[config.mk]
export PLATFORM = sky130hd
export DESIGN_NAME = gout_disable_ctrl
export DESIGN_NICKNAME = d
export VERILOG_FILES = /design/src/rtl/god_pkg.sv /design/src/rtl/god_sync.sv /design/src/rtl/god_src_mux.sv /design/src/rtl/god_force_gen.sv /design/src/rtl/gout_disable_ctrl.sv
export SDC_FILE = /design/constraint.sdc
export NUM_CORES = 1
export LEC_CHECK = 0
export ABC_AREA = 1
export BUFFER_PORTS_ARGS = -buffer_cell sky130_fd_sc_hd__buf_2
export CAP_MARGIN = 5
export CORE_AREA = 2 2 39 41
export DETAILED_ROUTE_END_ITERATION = 6
export DIE_AREA = 0 0 41 43
export PLACE_DENSITY = 0.76
export RECOVER_POWER = 50
export SLEW_MARGIN = 20
export SYNTH_ARGS = -nofsm -noshare
export SYNTH_HDL_FRONTEND = slang
export SYNTH_SLANG_ARGS = --single-unit
[constraint.sdc]
create_clock -name clk -period 0.85 [get_ports clk]
set_input_delay 0.0425 -clock clk [delete_from_list [all_inputs] [get_ports clk]]
set_output_delay 0.0425 -clock clk [all_outputs]
set_load 0.1 [all_outputs]
[src/rtl/god_pkg.sv]
package god_pkg;

  // Source field encoding used once configuration is complete
  typedef enum logic [1:0] {
    SRC_OFF   = 2'd0,
    SRC_PAD   = 2'd1,
    SRC_ROUTE = 2'd2,
    SRC_NONE  = 2'd3
  } god_src_e;

  localparam int SRC_W = 2;

endpackage

[src/rtl/god_sync.sv]
module god_sync #(
  parameter int   STAGES  = 2,
  parameter logic RST_VAL = 1'b1
) (
  input  logic clk,
  input  logic rst,
  input  logic d_in,
  output logic d_out
);

  logic [STAGES-1:0] chain;

  generate
    for (genvar s = 0; s < STAGES; s++) begin : g_stage
      if (s == 0) begin : g_first
        always_ff @(posedge clk) begin
          if (rst) chain[0] <= RST_VAL;
          else     chain[0] <= d_in;
        end
      end else begin : g_next
        always_ff @(posedge clk) begin
          if (rst) chain[s] <= RST_VAL;
          else     chain[s] <= chain[s-1];
        end
      end
    end
  endgenerate

  assign d_out = chain[STAGES-1];

endmodule

[src/rtl/god_src_mux.sv]
module god_src_mux
  import god_pkg::*;
(
  input  logic             cfg_done,
  input  logic             pad_s,
  input  logic             route_s,
  input  logic [SRC_W-1:0] src_sel,
  input  logic             invert,
  output logic             dis_act
);

  god_src_e src;
  logic     raw;
  logic     use_src;

  always_comb begin
    src     = god_src_e'(src_sel);
    raw     = 1'b1;
    use_src = 1'b0;
    unique case (src)
      SRC_PAD:   begin raw = pad_s;   use_src = 1'b1; end
      SRC_ROUTE: begin raw = route_s; use_src = 1'b1; end
      default:   begin raw = 1'b1;    use_src = 1'b0; end
    endcase

    if (!cfg_done)
      dis_act = ~pad_s;                          // fixed pad, active-low
    else if (use_src)
      dis_act = invert ? raw : ~raw;             // programmable sense
    else
      dis_act = 1'b0;                            // source off
  end

endmodule

[src/rtl/god_force_gen.sv]
module god_force_gen #(
  parameter int N_IO = 8
) (
  input  logic            clk,
  input  logic            rst,
  input  logic            dis_act,
  output logic [N_IO-1:0] uio_tri_force,
  output logic [N_IO-1:0] uio_pu_force,
  output logic [N_IO-1:0] uio_pd_block,
  output logic            tdo_tri_force,
  output logic            done_tri_force,
  output logic            done_pu_force
);

  // One register per pin control so each output can sit near its pad
  generate
    for (genvar p = 0; p < N_IO; p++) begin : g_pin
      always_ff @(posedge clk) begin
        if (rst) begin
          uio_tri_force[p] <= 1'b0;
          uio_pu_force[p]  <= 1'b0;
          uio_pd_block[p]  <= 1'b0;
        end else begin
          uio_tri_force[p] <= dis_act;
          uio_pu_force[p]  <= dis_act;
          uio_pd_block[p]  <= dis_act;
        end
      end
    end
  endgenerate

  always_ff @(posedge clk) begin
    if (rst) begin
      tdo_tri_force  <= 1'b0;
      done_tri_force <= 1'b0;
      done_pu_force  <= 1'b0;
    end else begin
      tdo_tri_force  <= dis_act;
      done_tri_force <= dis_act;
      done_pu_force  <= dis_act;
    end
  end

endmodule

[src/rtl/gout_disable_ctrl.sv]
module gout_disable_ctrl
  import god_pkg::*;
#(
  parameter int N_IO        = 8,
  parameter int SYNC_STAGES = 2
) (
  input  logic             clk,
  input  logic             rst,
  input  logic             cfg_done,
  input  logic             pad_in,
  input  logic             route_in,
  input  logic [SRC_W-1:0] src_sel,
  input  logic             invert,
  output logic [N_IO-1:0]  uio_tri_force,
  output logic [N_IO-1:0]  uio_pu_force,
  output logic [N_IO-1:0]  uio_pd_block,
  output logic             tdo_tri_force,
  output logic             done_tri_force,
  output logic             done_pu_force
);

  logic pad_s;
  logic route_s;
  logic dis_act;

  // Idle level of both request lines is high (inactive for active-low)
  god_sync #(.STAGES(SYNC_STAGES), .RST_VAL(1'b1)) u_sync_pad (
    .clk   (clk),
    .rst   (rst),
    .d_in  (pad_in),
    .d_out (pad_s)
  );

  god_sync #(.STAGES(SYNC_STAGES), .RST_VAL(1'b1)) u_sync_route (
    .clk   (clk),
    .rst   (rst),
    .d_in  (route_in),
    .d_out (route_s)
  );

  god_src_mux u_mux (
    .cfg_done (cfg_done),
    .pad_s    (pad_s),
    .route_s  (route_s),
    .src_sel  (src_sel),
    .invert   (invert),
    .dis_act  (dis_act)
  );

  god_force_gen #(.N_IO(N_IO)) u_force (
    .clk            (clk),
    .rst            (rst),
    .dis_act        (dis_act),
    .uio_tri_force  (uio_tri_force),
    .uio_pu_force   (uio_pu_force),
    .uio_pd_block   (uio_pd_block),
    .tdo_tri_force  (tdo_tri_force),
    .done_tri_force (done_tri_force),
    .done_pu_force  (done_pu_force)
  );

endmodule

# == Yosys cells after proc, flatten, opt, wreduce, memory -nomap -nowiden ==
# Index checks and enable logic that the tools add are counted.
# op_classes
n_mux,5
bitwise,2
reduce_logical,1
n_eq_ne,2
# ops
op,n
$mux 1,4
$eq 2x1->1 const B,1
$eq 2x2->1 const B,1
$not 1->1,2
$pmux 1 s2,1
$reduce_or 2->1,1
# word_totals
register_bits,5
out_inout_bits,27

# == Logic depth before layout (Yosys ltp) ==
# Gate-level depths: netlist (run 1).
# depth
ltp_word,6
ltp_mapped,8
depth_no_buf,8

# == By module ==
# From an unflattened synthesis (run 1), not the netlist that was laid out.
# unflattened
hier_cells,59
hier_area_um2,431.7
# by_module_without_submodules
mod,cells_each,area_each_um2,instances
god_force_gen,29,225.2,1
god_sync,7,58.8,2
god_src_mux,16,88.8,1

# == Worst setup path before layout (run 1) ==
# Ideal clock, no wire load.
# synth_path
path_kind,flip-flop to output port
from,"reg, netlist name u_force.uio_tri_force[1]"
to,out done_tri_force
t_required_ns,0.808
path_buffers,1
path_stages_with_launch,2
setup_slack_ns,-0.998
arrival_ns,1.805
path_cell_list,dfxtp_1 -> buf_4
# synth_rtl
element,line_no,rtl
"end, declared",gout_disable_ctrl.sv:18,"output logic done_tri_force,"

==> qor.yml, run 1 <==
areaGrowthSynthToFinish_pct: 133
r2r.worst_path.cells: 6
drt-pass1-iter-count: 2
worst_setup_hold_path_clk_slew_ps: 40
floorplan.die_area_um2: 1760
buffer_ports.inserted: 34
whs_path_depth: 2
grt_overflow: 0
ios: 35
achievable-frequency_ghz: 0.954
setup-tns-final_ps: -4940
most_common_library_cell_in_the_layout_ignoring_fill_and_taps: "sky130_fd_sc_hd__buf_12"
power.net_switching_uw: 665
cts-root-to-sink-buffers: 2
vdd_ir_drop_max_uv: 767
grt.total_usage_pct: 11.5
critical_path_class: "flop to primary output"
post_drt_wl_per_cell_um: 9.64
synth.yosys.seq_area_share_pct: 24.6
switching_part_of_the_total_power_pct: 47.7
first_global_vias: 298
grt_max_degree: 14
post_route_antenna_net_violation_count: 0
post_drt_via_cell_ratio: 4.01
crit_path_start: "u_force.uio_tri_force[1]"
leakagePower_nw: 0.426
final.setup_skew_ps: 1.23
htree_levels: 1
fin_area_um2: 948
hold_violation_total_from_the_final_report: 0
timing.final.crit_period_ps: 1050
combinational_family_with_the_most_area_after_synthesis: "buffers and inverters"
flops_latches_synth: 5
post_synth_mux_area_share_pct: 0
synth_cell_type_count: 10
worst_slew_pin_slew_ps: 119
intPower_uw: 730
violations_in_the_final_reports: "setup timing"
synthXorXnorAreaFrac_pct: 0
count_of_yosys_warnings_during_synthesis: 0
drv_cap: 0
critPathCapture: "uio_pd_block[5]"
cellPowerDensity_nw_per_um2: 1470
most-common-layout-cells: "sky130_fd_sc_hd__buf_12, sky130_fd_sc_hd__buf_2, sky130_fd_sc_hd__nand2_1, sky130_fd_sc_hd__inv_1, sky130_fd_sc_hd__or2_2"
first_pass_grt_wire_length_mm: 1.26
cts-buffers-inserted: 3
worst_r2r_endpoint: "u_force.uio_tri_force[1]"
die_w_um: 41
post_cts_buffers: 0
synthesis.nets: 61
compound_cell_area_share_of_the_yosys_netlist_pct: 2.15
synth_adder_area_share_pct: 6.15
drt_iter0_drc: 1
finalWorstSetupSlack_ps: -198
drv_slew: 0
finalSetupViolCount: 27
finalHoldWorstSlack_ps: 34.1
crit_path_end_kind: "primary output"
postSynthAreaPerCell_um2: 7.97
relative_slew_slack_pct: 92.1
route.detailed.drc: 0
status: "finished with violations"
yosys.area_share.simple_pct: 15.4
finalPower_mw: 1.39
initial_core_util_pct: 29.4
antenna_found_initial: 0
critPathLaunchType: "flop"
clock_network_latency_to_the_later_pin_of_the_worst_skew_pair_ps: 240
layout.core_utilization_pct: 68.5
finalNetCount: 81
insertedDiodeCount: 0
synthesis.area_um2: 407
die-height_um: 43
critPathRequiredTime_ps: 810
ff2ff_setup_slack_ps: 90
power.share.combinational_pct: 62.4
path_max_fanout: 4
min-delay-path-class: "input port to flop"
power_frac_seq_pct: 18.2
totalWireLength_um: 829
tritoncts: "done"
num_rows: 14
unrepaired_setup_endpoints_after_global_routing: "yes"
clock_sink_count: 5
coreArea_um2: 1380
cts_root_buffer: "sky130_fd_sc_hd__clkbuf_4"
finalWeightedCongestion: 0.762
wp_data_arrival_ps: 1010
num_vias: 345
placed_cell_area_um2: 858
power.clock.fraction_pct: 19.4
regToRegStartpoint: "u_sync_route.d_out"
synth_cells: 51
post_route_cells_drive_above_1_share_pct: 68.6
ratio_of_final_minimum_period_to_clock_period_pct: 123
## cell families after synthesis
kind of cell / Yosys count
buffers and inverters: 30
and+or+nand+nor: 13
DFF: 5
adders and majority gates: 2
AOI/OAI and AO/OA: 1
## synthesized netlist by cell type
| master | instances | area (µm²) |
|---|---|---|
| sky130_fd_sc_hd__or2_1 | 1 | 6.26 |
| sky130_fd_sc_hd__a21oi_2 | 1 | 8.76 |
| sky130_fd_sc_hd__inv_1 | 4 | 15.0 |
| sky130_fd_sc_hd__nor2_1 | 1 | 3.75 |
| sky130_fd_sc_hd__or2_2 | 4 | 25.0 |
| sky130_fd_sc_hd__nand3_1 | 1 | 5.00 |
| sky130_fd_sc_hd__nand2_1 | 6 | 22.5 |
| sky130_fd_sc_hd__ha_1 | 2 | 25.0 |
| sky130_fd_sc_hd__buf_4 | 26 | 195 |
| sky130_fd_sc_hd__dfxtp_1 | 5 | 100 |
## flip-flops by register name, indices dropped and copies added (netlist names)
name,count
u_sync_route.chain,1
u_sync_pad.chain,1
u_sync_route.d_out,1
u_force.uio_tri_force,1
u_sync_pad.d_out,1
## power groups by stage
stage / Sequential, mW / Combinational [mW] / Clock [mW]
after detailed placement: 0.256 / 0.849 / 0
after CTS: 0.252 / 0.864 / 0.288
final: 0.254 / 0.870 / 0.271
after floorplan: 0.280 / 0.564 / 0
after global placement: 0.255 / 0.840 / 0
after global routing: 0.255 / 0.894 / 0.305
## metal layers
| layer | track usage, % | vias up | wire [µm] |
|---|---|---|---|
| met3 | 4.19 | 2 | 105 |
| met1 | 9.71 | 149 | 258 |
| met2 | 19.1 | 28 | 447 |
| li1 | - | 166 | - |
| met5 | 0 | - | 0 |
| met4 | 10.0 | 0 | 18 |
## worst min path at each step
stage              from                        to
3_5_place_dp   route_in     u_sync_route.chain[0]
6_report            rst          u_sync_pad.d_out
4_1_cts             rst          u_sync_pad.d_out
3_3_place_gp   route_in     u_sync_route.chain[0]
2_1_floorplan       rst  u_force.uio_tri_force[1]
5_1_grt             rst       u_sync_pad.chain[0]
## through the flow
step | setup WS, ps | cells
global route | -237 | 86
global placement | 60.0 | 78
detailed placement | 24.7 | 78
CTS | -218 | 85
finish | -198 | 86
floorplan | -202 | 51
## critical path, stage by stage (launching register included)
cell	delay, ps
sky130_fd_sc_hd__dfxtp_4	390
sky130_fd_sc_hd__buf_4	190
sky130_fd_sc_hd__buf_12	180
## timing repair
item,CTS,global route
pin swaps,0,0
hold buffers,3,0
endpoints found under the hold margin,3,0
resized for setup,1,1
cloned,0,1
endpoints found under the setup margin,27,28
## final cells by class
cell class / count / area, µm²
sequential: 5 / 105
fill: 102 / 435
clock buffer: 4 / 26.3
tap: 16 / 20.0
inverter: 4 / 15.0
multi-input combinational: 16 / 96.3
timing repair buffer: 41 / 686
(Power assumes the default switching activity.)
==> inputs of run 2 (changes only) <==
CTS_BUF_LIST = sky130_fd_sc_hd__clkbuf_8   (was default)
==> run 2 against run 1 <==
Compared with the run above: the run still ends with setup timing left; combinational power fell by 0.6%; register-to-register slack hardly changed; sequential share of layout area unchanged; clock skew is essentially flat; count of clock-buffer cells in the layout down 1; critical path depth unchanged; sequential cell count is the same; via count fell by 0.58%; global-route usage rose by 0.40 points; power rose by 11%; utilization did not move; first-iteration DRC count unchanged; critical path type unchanged; critical endpoint unchanged; largest cell class unchanged.
==> qor.yml, run 2 (synthesis gave the netlist of run 1 again) <==
placedCellCount: 78  # unchanged
totalWireLength_um: 870  # +4.9%
post_route_cells_drive_above_1_share_pct: 69.1  # +0.55 points
antenna_found_initial: 0  # unchanged
violations_in_the_final_reports: "setup timing"
hold_violation_total_from_the_final_report: 0  # unchanged
post_cts_buffers: 0  # unchanged
grt_max_degree: 14  # unchanged
drv_cap: 0  # unchanged
relative_slew_slack_pct: 87.3  # -4.8 points
leakagePower_nw: 0.428  # +0.41%
first_global_vias: 291  # -2.3%
die-height_um: 43  # unchanged
cts-buffers-inserted: 3  # unchanged
timing.final.crit_period_ps: 1030  # -22.5 ps
placement.setup.worst_slack_ps: 24.7  # unchanged
most_common_library_cell_in_the_layout_ignoring_fill_and_taps: "sky130_fd_sc_hd__buf_12"
drv_slew: 0  # unchanged
finalWorstSetupSlack_ps: -176  # +22.5 ps
final.setup_skew_ps: 1.49  # +0.260 ps
clock_sink_count: 5  # unchanged
post_route_antenna_net_violation_count: 0  # unchanged
post_drt_via_cell_ratio: 4.08  # +1.8%
route.detailed.drc: 0  # unchanged
min-delay-path-class: "input port to flop"
worst_setup_hold_path_clk_slew_ps: 30  # about the same
unrepaired_setup_endpoints_after_global_routing: "yes"
finalSetupViolCount: 27  # unchanged
finish.cell_count_without_fillers: 84  # -2.3%
num_rows: 14  # unchanged
post_drt_wl_per_cell_um: 10.4  # +7.4%
cts_root_buffer: "sky130_fd_sc_hd__clkbuf_8"
achievable-frequency_ghz: 0.975  # +2.2%
first_pass_grt_wire_length_mm: 1.27  # +0.55%
coreArea_um2: 1380  # unchanged
buffer_ports.inserted: 34  # unchanged
die_w_um: 41  # unchanged
tritoncts: "done"
cts-root-to-sink-buffers: 2  # unchanged
critPathRequiredTime_ps: 810  # about the same
num_vias: 343  # -0.58%
ratio_of_final_minimum_period_to_clock_period_pct: 121  # -2.6 points
power_frac_seq_pct: 16.5  # -1.7 points
initial_core_util_pct: 29.4  # unchanged
areaGrowthSynthToFinish_pct: 133  # unchanged
vdd_ir_drop_max_uv: 1420  # +85%
wp_data_arrival_ps: 980  # -30 ps
htree_levels: 1  # unchanged
power.net_switching_uw: 684  # +2.9%
critical_path_class: "flop to primary output"
grt.total_usage_pct: 11.9  # +0.40 points
critPathLaunchType: "flop"
drt_iter0_drc: 1  # unchanged
power.share.combinational_pct: 56.1  # -6.3 points
grt_overflow: 0  # unchanged
insertedDiodeCount: 0  # unchanged
finalNetCount: 79  # -2.5%
ios: 35  # unchanged
power.clock.fraction_pct: 27.4  # +8.0 points
path_max_fanout: 4  # unchanged
floorplan.die_area_um2: 1760  # unchanged
cellPowerDensity_nw_per_um2: 1630  # +11%
status: "finished with violations"
switching_part_of_the_total_power_pct: 44.4  # -3.3 points
drt-pass1-iter-count: 2  # unchanged
crit_path_end_kind: "primary output"
most-common-layout-cells: "sky130_fd_sc_hd__buf_12, sky130_fd_sc_hd__nand2_1, sky130_fd_sc_hd__buf_2, sky130_fd_sc_hd__inv_1"
clock_network_latency_to_the_later_pin_of_the_worst_skew_pair_ps: 220  # -20 ps
worst_slew_pin_slew_ps: 190  # +71.1 ps
layout.core_utilization_pct: 68.5  # unchanged
finalWeightedCongestion: 0.762  # unchanged
ff2ff_setup_slack_ps: 90  # about the same
intPower_uw: 857  # +17%
==> run 2: cell count changes in the layout (fill, tap and decap cells not counted), sizes merged <==
cell | before | now
dlygate4sd3 | 3 | 1
buf | 37 | 36
inv | 4 | 5
==> run 2: final timing paths <==
check	start	cells after the start	end
max	u_force.uio_tri_force[1]	2	uio_pd_block[5]
min	pad_in	2	u_sync_pad.chain[0]
max reg2reg	u_sync_route.d_out	6	u_force.uio_tri_force[1]
min reg2reg	u_sync_pad.chain[0]	1	u_sync_pad.d_out
==> run 2: critical path: stages, from the launching register on <==
cell                      delay [ps]
sky130_fd_sc_hd__dfxtp_4         390
sky130_fd_sc_hd__buf_4           190
sky130_fd_sc_hd__buf_12          180
==> run 2: power groups by stage <==
stage / clock network (mW) / logic [mW] / registers [mW]
3_3_place_gp: 0 / 0.840 / 0.255
5_1_grt: 0.458 / 0.889 / 0.256
6_report: 0.422 / 0.865 / 0.255
4_1_cts: 0.441 / 0.857 / 0.253
2_1_floorplan: 0 / 0.564 / 0.280
3_5_place_dp: 0 / 0.849 / 0.256
==> run 2: final cells by class <==
cell class,instances,area (µm²)
timing repair buffer,39,664
multi-input combinational,16,98.8
clock inverter,1,3.75
tap,16,20.0
clock buffer,3,41.3
fill,110,435
sequential,5,105
inverter,4,15.0
==> run 2: per-stage QoR <==
step                hold slack (ps)  instance area, µm²  TNS [ps]  total power, mW
finish                         4.08                 948     -4350             1.54
global route                   3.15                 948     -5140             1.60
CTS                            2.05                 921     -4660             1.55
detailed placement              227                 858         0             1.11
global placement                226                 858         0             1.09
floorplan                      95.8                 410     -5250            0.844
==> run 2: repair_timing <==
item,CTS,global route
endpoints found under the setup margin,27,29
resized for setup,1,2
hold buffers,1,0
hold endpoints to repair,1,0
gates cloned,0,1
==> run 2: per-layer routing <==
metal / vias up / share of wire, % / global-route usage [%]
met3: 4 / 13 / 4.19
met2: 28 / 52 / 19.1
li1: 160 / - / -
met5: - / 0 / 0
met4: 0 / 3.8 / 12.0
met1: 151 / 31 / 10.0
==> inputs of run 3 (changes only) <==
PLACE_DENSITY = 0.78   (was 0.76)
SYNTH_HIERARCHICAL = 1   (was default)
==> run 3 against run 2 <==
Compared with the run above: the run still ends with setup timing left; non-clock buffer count rose by 2; via count rose by 6.7%; global-route usage fell by 0.83 points; worst hold slack improved by 1.2 ps; clock power fell by 1%; die area did not move; power rose by 0.62%; count of clock-buffer cells in the layout did not move; sequential cell count did not move; synthesized cell count rose by 16%.
==> qor.yml, run 3 <==
status: "finished with violations"
violations_in_the_final_reports: "setup timing"
post_route_cells_drive_above_1_share_pct: 59.0  # -10 points
leakagePower_nw: 0.478  # +12%
critPathMaxStageDelay_ps: 400  # about the same
grt_overflow: 0  # unchanged
most-common-layout-cells: "sky130_fd_sc_hd__buf_12, sky130_fd_sc_hd__inv_1, sky130_fd_sc_hd__nand2_1, sky130_fd_sc_hd__buf_2"
coreArea_um2: 1380  # unchanged
synthesis.area_um2: 432  # +6.2%
timing.final.crit_period_ps: 1020  # -5.54 ps
relative_slew_slack_pct: 89.8  # +2.5 points
finalWeightedCongestion: 0.727  # -4.6%
intPower_uw: 860  # +0.35%
path_max_fanout: 6  # +2
ios: 35  # unchanged
hold_violation_total_from_the_final_report: 0  # unchanged
post-synth-top-count-cell: "sky130_fd_sc_hd__buf_4"
cts-buffers-inserted: 3  # unchanged
yosys-top-cells-count: "sky130_fd_sc_hd__buf_4, sky130_fd_sc_hd__inv_1, sky130_fd_sc_hd__nand2_1"
die_w_um: 41  # unchanged
insertedDiodeCount: 0  # unchanged
synth_cell_type_count: 9  # -1
fillers: 90  # -18%
initial_core_util_pct: 31.2  # +1.8 points
antenna_found_initial: 0  # unchanged
post_cts_buffers: 0  # unchanged
cts-root-to-sink-buffers: 2  # unchanged
wp_data_arrival_ps: 980  # about the same
cts_root_buffer: "sky130_fd_sc_hd__clkbuf_8"
grt.total_usage_pct: 11.0  # -0.83 points
power.share.combinational_pct: 56.6  # +0.5 points
achievable-frequency_ghz: 0.980  # +0.54%
power.clock.fraction_pct: 26.9  # -0.5 points
synth_cells: 59  # +16%
htree_levels: 1  # unchanged
placement.setup.worst_slack_ps: -32.2  # -56.9 ps
min-delay-path-class: "input port to flop"
floorplan.die_area_um2: 1760  # unchanged
finish.cell_count_without_fillers: 94  # +12%
drt-pass1-iter-count: 3  # +1
route.detailed.drc: 0  # unchanged
whs_path_depth: 3  # +1
flops_latches_synth: 5  # unchanged
dominantRegCellSynth: "sky130_fd_sc_hd__dfxtp_1"
worst_r2r_endpoint: "u_force/done_pu_force"
finalNetCount: 89  # +13%
hpwlAfterDp_um: 750
synth_enable_flop_cells: 0  # unchanged
regToRegStartpoint: "u_sync_pad/d_out"
worst_hold_path.endpoint: "u_sync_pad/chain[0]"
postSynthAreaPerCell_um2: 7.32  # -8.2%
critPathLaunchType: "flop"
critPathRequiredTime_ps: 810  # about the same
most_common_library_cell_in_the_layout_ignoring_fill_and_taps: "sky130_fd_sc_hd__buf_12"
placed_cell_area_um2: 878  # +2.3%
power_frac_seq_pct: 16.6  # about the same
finalHoldWorstSlack_ps: 5.31  # +1.23 ps
critical_path_class: "flop to primary output"
count_of_yosys_warnings_during_synthesis: 6  # +6
unrepaired_setup_endpoints_after_global_routing: "yes"
areaGrowthSynthToFinish_pct: 128
synth.yosys.seq_area_share_pct: 23.2  # -1.4 points
totalWireLength_um: 897  # +3.1%
r2r.worst_path.cells: 8  # +2
crit_path_end_kind: "primary output"
post_drt_via_cell_ratio: 3.89  # -4.6%
buffer_ports.inserted: 34  # unchanged
die-height_um: 43  # unchanged
worst_setup_hold_path_clk_slew_ps: 30  # about the same
netlist_top_cells_area: "sky130_fd_sc_hd__buf_4, sky130_fd_sc_hd__dfxtp_1, sky130_fd_sc_hd__inv_1, sky130_fd_sc_hd__nand2_1, sky130_fd_sc_hd__ha_1"
tritoncts: "done"
fin_area_um2: 982  # +3.6%
first_pass_grt_wire_length_mm: 1.32  # +3.8%
ratio_of_final_minimum_period_to_clock_period_pct: 120  # -0.65 points
num_rows: 14  # unchanged
clock_sink_count: 5  # unchanged
worst_slew_pin_slew_ps: 152  # -38.0 ps
finalWorstSetupSlack_ps: -170  # +5.54 ps
vdd_ir_drop_max_uv: 1090  # -24%
synthesis.nets: 69  # +13%
drv_cap: 0  # unchanged
clock_network_latency_to_the_later_pin_of_the_worst_skew_pair_ps: 220  # about the same
timing.critical_path.slowest_stage_cell: "sky130_fd_sc_hd__dfxtp_4"
drv_slew: 0  # unchanged
yosys.area.top_type: "sky130_fd_sc_hd__buf_4"
synth-async-reset-ratio_pct: 0  # unchanged
synth_top_area_share_pct: 45.2  # -2.8 points
grt_max_degree: 14  # unchanged
power.net_switching_uw: 691  # +0.94%
finalSetupViolCount: 27  # unchanged
timing.hold.worst.start: "pad_in"
final.setup_skew_ps: 0.477  # -1.02 ps
crit_path_cell_trace: "clkbuf_16 > buf_12"
placedCellCount: 87  # +12%
post_drt_wl_per_cell_um: 9.54  # -7.9%
first_global_vias: 324  # +11%
ff2ff_setup_slack_ps: 50  # -40 ps
num_vias: 366  # +6.7%
post_route_antenna_net_violation_count: 0  # unchanged
switching_part_of_the_total_power_pct: 44.5  # +0.14 points
layout.core_utilization_pct: 71.0  # +2.4 points
drt_iter0_drc: 1  # unchanged
cellPowerDensity_nw_per_um2: 1580  # -2.8%
-- run 3: cell types whose count changed after synthesis --
cell and delta:
sky130_fd_sc_hd__inv_1 +7, sky130_fd_sc_hd__nand2_1 +5, sky130_fd_sc_hd__or2_2 -4, sky130_fd_sc_hd__a21oi_2 -1, sky130_fd_sc_hd__nor2_1 -1, sky130_fd_sc_hd__nor2_2 +1
sky130_fd_sc_hd__nor2_4 +1
-- run 3: power groups by stage --
stage	clock, mW	sequential (mW)	combinational [mW]
final	0.417	0.257	0.877
after global routing	0.440	0.258	0.905
after CTS	0.431	0.254	0.866
after detailed placement	0	0.257	0.857
after global placement	0	0.256	0.848
after floorplan	0	0.281	0.576
-- run 3: final cells by class --
class	instances	area (µm²)	area share [%]
Inverter	11	41.3	4.20
Timing Repair Buffer	41	673	68.5
Tap cell	16	20.0	2.04
Multi-Input combinational cell	17	97.6	9.94
Clock inverter	1	3.75	0.382
Sequential cell	5	105	10.7
Clock buffer	3	41.3	4.20
-- run 3: repair_timing --
action,in CTS,in global routing
hold buffers,2,0
pin swaps,0,0
endpoints found under the hold margin,2,0
cloned,0,1
resized for setup,1,4
endpoints found under the setup margin,27,28
-- run 3: stage by stage --
step	TNS, ps	total power [mW]
6_report	-4310	1.55
5_1_grt	-5070	1.60
4_1_cts	-4750	1.55
3_5_place_dp	-32.2	1.11
3_3_place_gp	0	1.10
2_1_floorplan	-5250	0.856
-- run 3: how the worst max path moves through the flow --
| stage | from | slack (ps) | end |
|---|---|---|---|
| after global routing | u_force/done_pu_force | -200 | uio_tri_force[1] |
| after detailed placement | src_sel[0] | -30 | u_force/done_pu_force |
| after global placement | src_sel[0] | 5 | u_force/done_pu_force |
| after floorplan | u_force/done_pu_force | -200 | done_tri_force |
| after CTS | u_force/done_pu_force | -190 | done_pu_force |
| final | u_force/done_pu_force | -170 | uio_tri_force[1] |
-- run 3: cells by family after synthesis --
family / share of synthesized area (%)
buffers and inverters: 54.8
AND/OR/NAND/NOR: 16.2
flip-flops: 23.2
adder cells (fa/ha/maj): 5.80
-- run 3: worst max-delay path, delay by kind of cell, from the launching register on --
| kind | cells | cell delay (ps) |
|---|---|---|
| flip-flops | 1 | 400 |
| buffers and inverters | 2 | 360 |
-- run 3: metal layers --
layer | part of all wire [%] | track usage (%) | routed length, µm | vias up
met5 | 0 | 0 | 0 | -
met2 | 57 | 19.1 | 507 | 27
met1 | 31 | 10.6 | 277 | 158
met3 | 11 | 2.09 | 97 | 2
li1 | - | - | - | 179
met4 | 1.6 | 8.00 | 14 | 0
